$ cat config.mk
export PLATFORM = sky130hd
export DESIGN_NAME = modem_status_detect
export DESIGN_NICKNAME = d
export VERILOG_FILES = /design/src/rtl/msd_pkg.sv /design/src/rtl/msd_sync.sv /design/src/rtl/msd_edge.sv /design/src/rtl/msd_flags.sv /design/src/rtl/modem_status_detect.sv
export SDC_FILE = /design/constraint.sdc
export NUM_CORES = 1
export LEC_CHECK = 0
export ABC_AREA = 1
export ABC_CLOCK_PERIOD_IN_PS = 2000
export BUFFER_PORTS_ARGS = -buffer_cell sky130_fd_sc_hd__buf_2
export CAP_MARGIN = 25
export CELL_PAD_IN_SITES_DETAIL_PLACEMENT = 1
export CELL_PAD_IN_SITES_GLOBAL_PLACEMENT = 1
export CORE_UTILIZATION = 38
export CTS_CLUSTER_DIAMETER = 100
export DETAILED_ROUTE_END_ITERATION = 6
export MAX_ROUTING_LAYER = met4
export PLACE_DENSITY_LB_ADDON = 0.05
export SLEW_MARGIN = 10
export SYNTH_ARGS = -nofsm -noshare
export SYNTH_HDL_FRONTEND = slang
export SYNTH_HIERARCHICAL = 1
export SYNTH_SLANG_ARGS = --single-unit
$ cat constraint.sdc
create_clock -name clk -period 2 [get_ports clk]
set_input_delay 0.3 -clock clk [delete_from_list [all_inputs] [get_ports clk]]
set_output_delay 0.3 -clock clk [all_outputs]
set_load 0.01 [all_outputs]
$ cat src/rtl/msd_pkg.sv
package msd_pkg;
  localparam int unsigned N_LINES = 4;
  localparam int unsigned STATUS_W = 2 * N_LINES;

  typedef enum logic [1:0] {
    LINE_CTS = 2'd0,
    LINE_DSR = 2'd1,
    LINE_RI  = 2'd2,
    LINE_CD  = 2'd3
  } line_e;

  localparam logic [N_LINES-1:0] DEFAULT_RISE_ONLY = 4'b0100;
endpackage

$ cat src/rtl/msd_sync.sv
module msd_sync #(
  parameter int unsigned WIDTH = 4,
  parameter int unsigned STAGES = 2,
  parameter logic [WIDTH-1:0] RESET_VAL = '1
) (
  input  logic             clk,
  input  logic             rst_n,
  input  logic [WIDTH-1:0] d_i,
  output logic [WIDTH-1:0] q_o
);
  logic [WIDTH-1:0] chain [STAGES];

  always_ff @(posedge clk or negedge rst_n) begin
    if (!rst_n) chain[0] <= RESET_VAL;
    else        chain[0] <= d_i;
  end

  for (genvar s = 1; s < STAGES; s++) begin : g_stage
    always_ff @(posedge clk or negedge rst_n) begin
      if (!rst_n) chain[s] <= RESET_VAL;
      else        chain[s] <= chain[s-1];
    end
  end

  assign q_o = chain[STAGES-1];
endmodule

$ cat src/rtl/msd_edge.sv
module msd_edge #(
  parameter bit RISE_ONLY = 1'b0,
  parameter bit RESET_VAL = 1'b1
) (
  input  logic clk,
  input  logic rst_n,
  input  logic level_i,
  output logic event_o
);
  logic level_q;

  always_ff @(posedge clk or negedge rst_n) begin
    if (!rst_n) level_q <= RESET_VAL;
    else        level_q <= level_i;
  end

  if (RISE_ONLY) begin : g_rise
    assign event_o = level_i & ~level_q;
  end else begin : g_any
    assign event_o = level_i ^ level_q;
  end
endmodule

$ cat src/rtl/msd_flags.sv
module msd_flags #(
  parameter int unsigned WIDTH = 4
) (
  input  logic             clk,
  input  logic             rst_n,
  input  logic [WIDTH-1:0] set_i,
  input  logic             clr_i,
  output logic [WIDTH-1:0] flags_o
);
  logic [WIDTH-1:0] flags_q;
  logic [WIDTH-1:0] flags_d;

  always_comb begin
    flags_d = flags_q;
    if (clr_i) flags_d = '0;
    flags_d = flags_d | set_i;
  end

  always_ff @(posedge clk or negedge rst_n) begin
    if (!rst_n) flags_q <= '0;
    else        flags_q <= flags_d;
  end

  assign flags_o = flags_q;
endmodule

$ cat src/rtl/modem_status_detect.sv
module modem_status_detect
  import msd_pkg::*;
#(
  parameter int unsigned SYNC_STAGES = 2,
  parameter logic [N_LINES-1:0] RISE_ONLY_MASK = DEFAULT_RISE_ONLY
) (
  input  logic                clk,
  input  logic                rst_n,
  input  logic [N_LINES-1:0]  modem_n_i,
  input  logic                rd_stb_i,
  input  logic                msi_en_i,
  output logic [STATUS_W-1:0] status_o,
  output logic                irq_o
);
  logic [N_LINES-1:0] pins_sync;
  logic [N_LINES-1:0] line_event;
  logic [N_LINES-1:0] delta_flags;

  msd_sync #(
    .WIDTH    (N_LINES),
    .STAGES   (SYNC_STAGES),
    .RESET_VAL({N_LINES{1'b1}})
  ) u_sync (
    .clk  (clk),
    .rst_n(rst_n),
    .d_i  (modem_n_i),
    .q_o  (pins_sync)
  );

  for (genvar i = 0; i < N_LINES; i++) begin : g_line
    msd_edge #(
      .RISE_ONLY(RISE_ONLY_MASK[i]),
      .RESET_VAL(1'b1)
    ) u_edge (
      .clk    (clk),
      .rst_n  (rst_n),
      .level_i(pins_sync[i]),
      .event_o(line_event[i])
    );
  end

  msd_flags #(
    .WIDTH(N_LINES)
  ) u_flags (
    .clk    (clk),
    .rst_n  (rst_n),
    .set_i  (line_event),
    .clr_i  (rd_stb_i),
    .flags_o(delta_flags)
  );

  assign status_o = {~pins_sync, delta_flags};
  assign irq_o    = msi_en_i & (|delta_flags);
endmodule

==> results of run 1 <==
[layout make-up]
class                   instances  area, um2  area share, %
clock buffers                   4       36.3           5.13
repair buffers                 17       90.1           12.7
inverters                      17       63.8           9.03
multi-input cells              21       82.6           11.7
well taps                      15       18.8           2.65
flip-flops and latches         16        415           58.8
[worst reg2reg max path, delay by kind of cell (launching register included)]
family / cells / cell delay, ps
buffers and inverters: 2 / 80
DFF: 1 / 570
and+or+nand+nor: 3 / 140
[state kept, by name, indices dropped and copies added (netlist names)]
signal                 flops
g_line.u_edge/level_q      4
u_flags/flags_o            4
u_sync/chain               4
u_sync/q_o                 4
[path summary, 6_finish.rpt]
check | slack, ps | depth (start not counted) | start | end
max in group asynchronous | 1260 | 2 | rst_n | g_line[1].u_edge/level_q
hold / removal | 110 | 1 | modem_n_i[1] | u_sync/chain[5]
setup / recovery | 690 | 2 | u_sync/q_o[0] | status_o[4]
hold reg to reg | 360 | 0 | u_sync/chain[5] | u_sync/q_o[1]
min in group asynchronous | 440 | 2 | rst_n | u_flags/flags_o[2]
setup reg to reg | 1110 | 5 | u_sync/q_o[0] | u_flags/flags_o[0]
[routing by layer]
| layer | routed length (um) | vias to the layer above | GRT usage, % | share of wire [%] |
|---|---|---|---|---|
| met5 | 0 | - | - | 0 |
| met4 | 6 | 0 | 7.74 | 0.70 |
| met3 | 58 | 2 | 3.91 | 6.8 |
| met2 | 443 | 15 | 20.6 | 52 |
| met1 | 345 | 185 | 13.5 | 40 |
| li1 | - | 188 | - | - |
[power by group]
group | switching (mW) | internal (mW) | total, mW | leakage (nW)
Clock | 0.0960 | 0.111 | 0.207 | 0.0210
Combinational | 0.0306 | 0.0239 | 0.0545 | 0.209
Sequential | 0.0129 | 0.354 | 0.367 | 0.172
Total | 0.140 | 0.488 | 0.628 | 0.402
[kinds of logic after synthesis]
| logic type | synth area share [%] |
|---|---|
| DFF | 70.2 |
| buffers and inverters | 15.9 |
| and+or+nand+nor | 13.1 |
| AOI/OAI and AO/OA | 0.845 |
[cell usage after synthesis]
cell type,instances
buf_4,4
inv_2,1
a21oi_1,1
dfstp_2,12
nand2_1,17
dfrtp_1,4
inv_1,16
nor2_1,2
nor2_2,1
[cells in the final DEF (no fill, tap or decap), drive strengths merged]
master / netlist / layout
nor2: 3 / 3
inv: 17 / 17
buf: 4 / 16
dlygate4sd3: 0 / 1
dfstp: 12 / 12
nand2: 17 / 17
dfrtp: 4 / 4
clkbuf: 0 / 4
a21oi: 1 / 1
[per-stage QoR]
step / hold WS (ps) / cell area [um2]
finish: 109 / 707
global route: 86.3 / 707
floorplan: 4.41 / 592
detailed placement: 228 / 661
CTS: 97.7 / 707
global placement: 226 / 661
==> results_dict.tcl, run 1 <==
set metrics [dict create \
    end_kind "primary output" \
    status "finished clean" \
    p_per_area_nw_per_um2 888 \
    drc 0 \
    maxCapViolCount 0 \
    dp.cells 85 \
    post_cts_resized 0 \
    first_global_vias 345 \
    relSlewSlack_pct 77.3 \
    area.growth.synth_to_final_pct 19.5 \
    timing.critical_path.slowest_cell_delay_ps 570 \
    crit_slowest_cell "dfstp_2" \
    synth_top_cell_area_share_pct 53.3 \
    crit_required_ps 1700 \
    yosys-top-cells-area "dfstp_2, dfrtp_1, nand2_1" \
    via_count 390 \
    worstMarginPinSlew_ps 341 \
    synth.avg_cell_area_um2 10.2 \
    grt_overflow 0 \
    fin_nets 84 \
    path_cells "inv_1 > buf_2" \
    synth-seq-cells 16 \
    postCtsHoldBufs 1 \
    p_leak_nw 0.402 \
    crit_arrival_ps 1010 \
    pin_count 17 \
    setup_viol 0 \
    post-route-util_pct 51.7 \
    ir_drop_mv 0.394 \
    critPathTopFamily "flip-flops" \
    netlist_area_um2 592 \
    die_height_um 41.5 \
    cts_made_buffers 3 \
    grt_max_degree 17 \
    clk_pin_slew_worst_paths_ps 90 \
    cp.buffers_inverters 2 \
    critPathLaunchType "register" \
    dr.first_iter.drc_count 3 \
    rows 13 \
    cts_buffer_depth 2 \
    portBuffers 16 \
    fillers 175 \
    yosys.area.top_type "dfstp_2" \
    ant_nets 0 \
    power.total_mw 0.628 \
    drv_slew 0 \
    diodes 0 \
    finalSetupTns_ps 0 \
    start_util_pct 43.3 \
    clk_root_buffer_cell "clkbuf_4" \
    synth.distinct_cells 9 \
    core_area_um2 1370 \
    post-route-min-period_ps 1310 \
    gp_congestion 0.621 \
    clock_sinks 16 \
    vias_per_cell 4.33 \
    antenna_found_initial 0 \
    ys_warn_count 6 \
    period_share_pct 65.6 \
    grt_pass1_wl_mm 1.54 \
    avgRoutedWirePerCell_um 9.48 \
    setup_ws_ps 688 \
    hold_viol_final 0 \
    track_usage_pct 12.7 \
    critical_path_class "reg2out" \
    drive_gt1_share_pct 45.3 \
    rsz0062_at_grt "no" \
    final_cell_count_no_fill 90 \
    cts_setup_buffers 0 \
    syn-instance-count 58 \
    die_x_um 41.5 \
    cts_tree "done" \
    critPathMaxFanout 4 \
    h-tree-depth 1 \
    die_area_um2 1720 \
    skew_ps 0.597 \
    syn-num-nets 66 \
    totalWireLength_um 853 \
    hold_class "in2reg" \
    pre_cts_slack_ps 988 \
    ys_seq_area_share_pct 70.2 \
    dp_hpwl_um 651 \
    clk-insertion-delay-late_ps 280 \
    max_freq_mhz 762 \
    dr.pass1.iters 2 \
]
No activity file was read; power rests on OpenSTA's default activity.
==> run 2, diff against run 1 <==
- ABC_AREA: 1 -> 0
- ABC_CLOCK_PERIOD_IN_PS: 2000 -> 1350
- CORE_UTILIZATION: 38 -> 37
- clock period: 2 -> 1.35 ns (I/O delays scaled with it)
==> run 2 against run 1 <==
  * The run now ends with setup timing left
  * Critical path type unchanged
  * Critical endpoint is now irq_o
  * Via count down 20%
  * Die area decreased by 5.1%
  * Synthesized area is 7.8% lower
  * Core utilization grew 1.5 points
  * Critical path depth is the same
  * Global-route usage is 1.0 points higher
  * Sequential cell count unchanged
  * Largest cell class unchanged
==> results_dict.tcl, run 2 <==
set metrics [dict create \
    synth.distinct_cells 9 \
    yosys.area.top_type "dfstp_2" \
    mostFrequentLayoutCell "buf_2" \
    totalWireLength_um 888 \
    p_leak_nw 0.354 \
    grt_max_degree 17 \
    clk_pin_slew_worst_paths_ps 90 \
    core_area_um2 1330 \
    drc 0 \
    ys_async_sr_fraction_pct 100 \
    vias_per_cell 4.26 \
    pin_count 17 \
    clk-insertion-delay-late_ps 280 \
    drv_slew 0 \
    critPathMaxFanout 2 \
    post-route-util_pct 53.3 \
    ys_warn_count 6 \
    hold_viol_final 0 \
    cts_tree "done" \
    synthAdderAreaFrac_pct 0 \
    avgRoutedWirePerCell_um 12.2 \
    clock_sinks 16 \
    final_cell_count_no_fill 73 \
    relSlewSlack_pct 78.0 \
    dr.pass1.iters 1 \
    status "finished with violations" \
    worstMarginPinSlew_ps 330 \
    synth.most_common_cell "dfstp_2" \
    rsz0062_at_grt "yes" \
    gp_congestion 0.573 \
    synth-seq-cells 16 \
    max_freq_mhz 705 \
    skew_ps 5.26 \
    critPathLaunchType "register" \
    highest_layer "met3" \
    die_x_um 40.4 \
    pwr-share-seq_pct 60.3 \
    period_share_pct 105 \
    synth-simple-area-share_pct 2.52 \
    netlist_area_um2 546 \
    grt_overflow 0 \
    switching_power_mw 0.205 \
    hold_class "in2reg" \
    power.total_mw 0.903 \
    synth_edf_count 0 \
    dr.first_iter.drc_count 0 \
    ys_seq_area_share_pct 76.1 \
    setup_ws_ps -67.9 \
    grt_pass1_wl_mm 1.30 \
    h-tree-depth 1 \
    muxShareOfSynthArea_pct 0 \
    internal_power_mw 0.698 \
    drive_gt1_share_pct 63.8 \
    ir_drop_mv 0.545 \
    synth_top_cell_area_share_pct 57.8 \
    portBuffers 16 \
    crit_arrival_ps 1220 \
    rows 13 \
    cts_buffer_depth 2 \
    synth_top_family_by_area "buffers and inverters" \
    ys.flop_type "dfstp_2" \
    start_util_pct 40.9 \
    diodes 0 \
    die_height_um 40.4 \
    synth.top_cells.by_count "dfstp_2, a21o_1, buf_4, dfrtp_1, inv_1" \
    wl_met2_um 447 \
    r2r_cells 3 \
    antenna_found_initial 0 \
    synth-xor-area-share_pct 4.82 \
    end_kind "primary output" \
    setup_viol 1 \
    critical_path_class "reg2out" \
    wl_met3_um 55 \
    switching_share_pct 22.7 \
    die_area_um2 1630 \
    syn-num-nets 42 \
    most-common-layout-cells "buf_2, dfstp_2" \
    clkPwrFrac_pct 28.2 \
    p_comb_share_pct 11.6 \
    clk_root_buffer_cell "clkbuf_4" \
    fin_nets 67 \
    crit_required_ps 1150 \
    dp.cells 61 \
    whs_path_depth 1 \
    syn-instance-count 34 \
    post-route-min-period_ps 1420 \
    violations "setup timing" \
    dp_hpwl_um 613 \
    p_per_area_nw_per_um2 1270 \
    via_count 311 \
    first_global_vias 329 \
    synth-compound-area-share_pct 7.57 \
    synth.avg_cell_area_um2 16.0 \
    ant_nets 0 \
    maxCapViolCount 0 \
    yosys-top-cells-area "dfstp_2, dfrtp_1, a21o_1" \
    track_usage_pct 13.7 \
    met1_length_um 385 \
    area.growth.synth_to_final_pct 30.3 \
    finalSetupTns_ps -67.9 \
    cts_made_buffers 3 \
    pre_cts_slack_ps 208 \
]
run 2: kinds of logic after synthesis:
kind of cell,Yosys count
flops,16
buf+inv,9
compound gates,5
xor+xnor,3
simple gates,1
run 2: repair_timing:
item / in CTS / in global routing
setup buffers: 3 / 1
setup endpoints to repair: 1 / 1
pin swaps: 1 / 0
hold buffers: 2 / 2
gates resized for setup: 0 / 0
hold endpoints to repair: 5 / 2
run 2: layout make-up:
class	instances	area [um2]
clock buffers	4	26.3
well taps	15	18.8
inverters	5	18.8
fillers	144	623
multi-input cells	9	81.3
flip-flops and latches	16	415
repair buffers	24	150
run 2: critical path, cell delays in order, from the launching register on:
cell and delay (ps):
dfrtp_1 390, o41a_1 400, buf_2 150
run 2: metal layers:
metal	vias to the layer above	GRT usage [%]
li1	148	-
met5	-	-
met1	150	14.4
met4	0	10.0
met2	13	21.0
met3	0	5.00
run 2: through the flow:
stage	hold WS (ps)	area (um2)
floorplan	-93.1	546
global placement	110	614
detailed placement	122	614
CTS	0.396	683
global route	2.35	711
finish	19.0	711
run 2: path summary, 6_finish.rpt:
| kind | slack, ps | from | to |
|---|---|---|---|
| worst min register to register | 360 | u_sync/chain[6] | u_sync/q_o[2] |
| worst max-delay path | -70 | u_flags/flags_o[2] | irq_o |
| worst min-delay path | 20 | modem_n_i[2] | u_sync/chain[6] |
| max in group asynchronous | 700 | rst_n | u_sync/chain[6] |
| min in group asynchronous | 350 | rst_n | u_flags/flags_o[2] |
| worst max register to register | 420 | u_flags/flags_o[2] | u_flags/flags_o[2] |
run 2: power by group through the flow:
stage          logic, mW  clock network [mW]  registers, mW
6_report           0.105               0.254          0.545
5_1_grt            0.117               0.283          0.548
4_1_cts           0.0981               0.265          0.545
3_5_place_dp      0.0773                   0          0.556
3_3_place_gp      0.0752                   0          0.551
2_1_floorplan     0.0393                   0          0.553
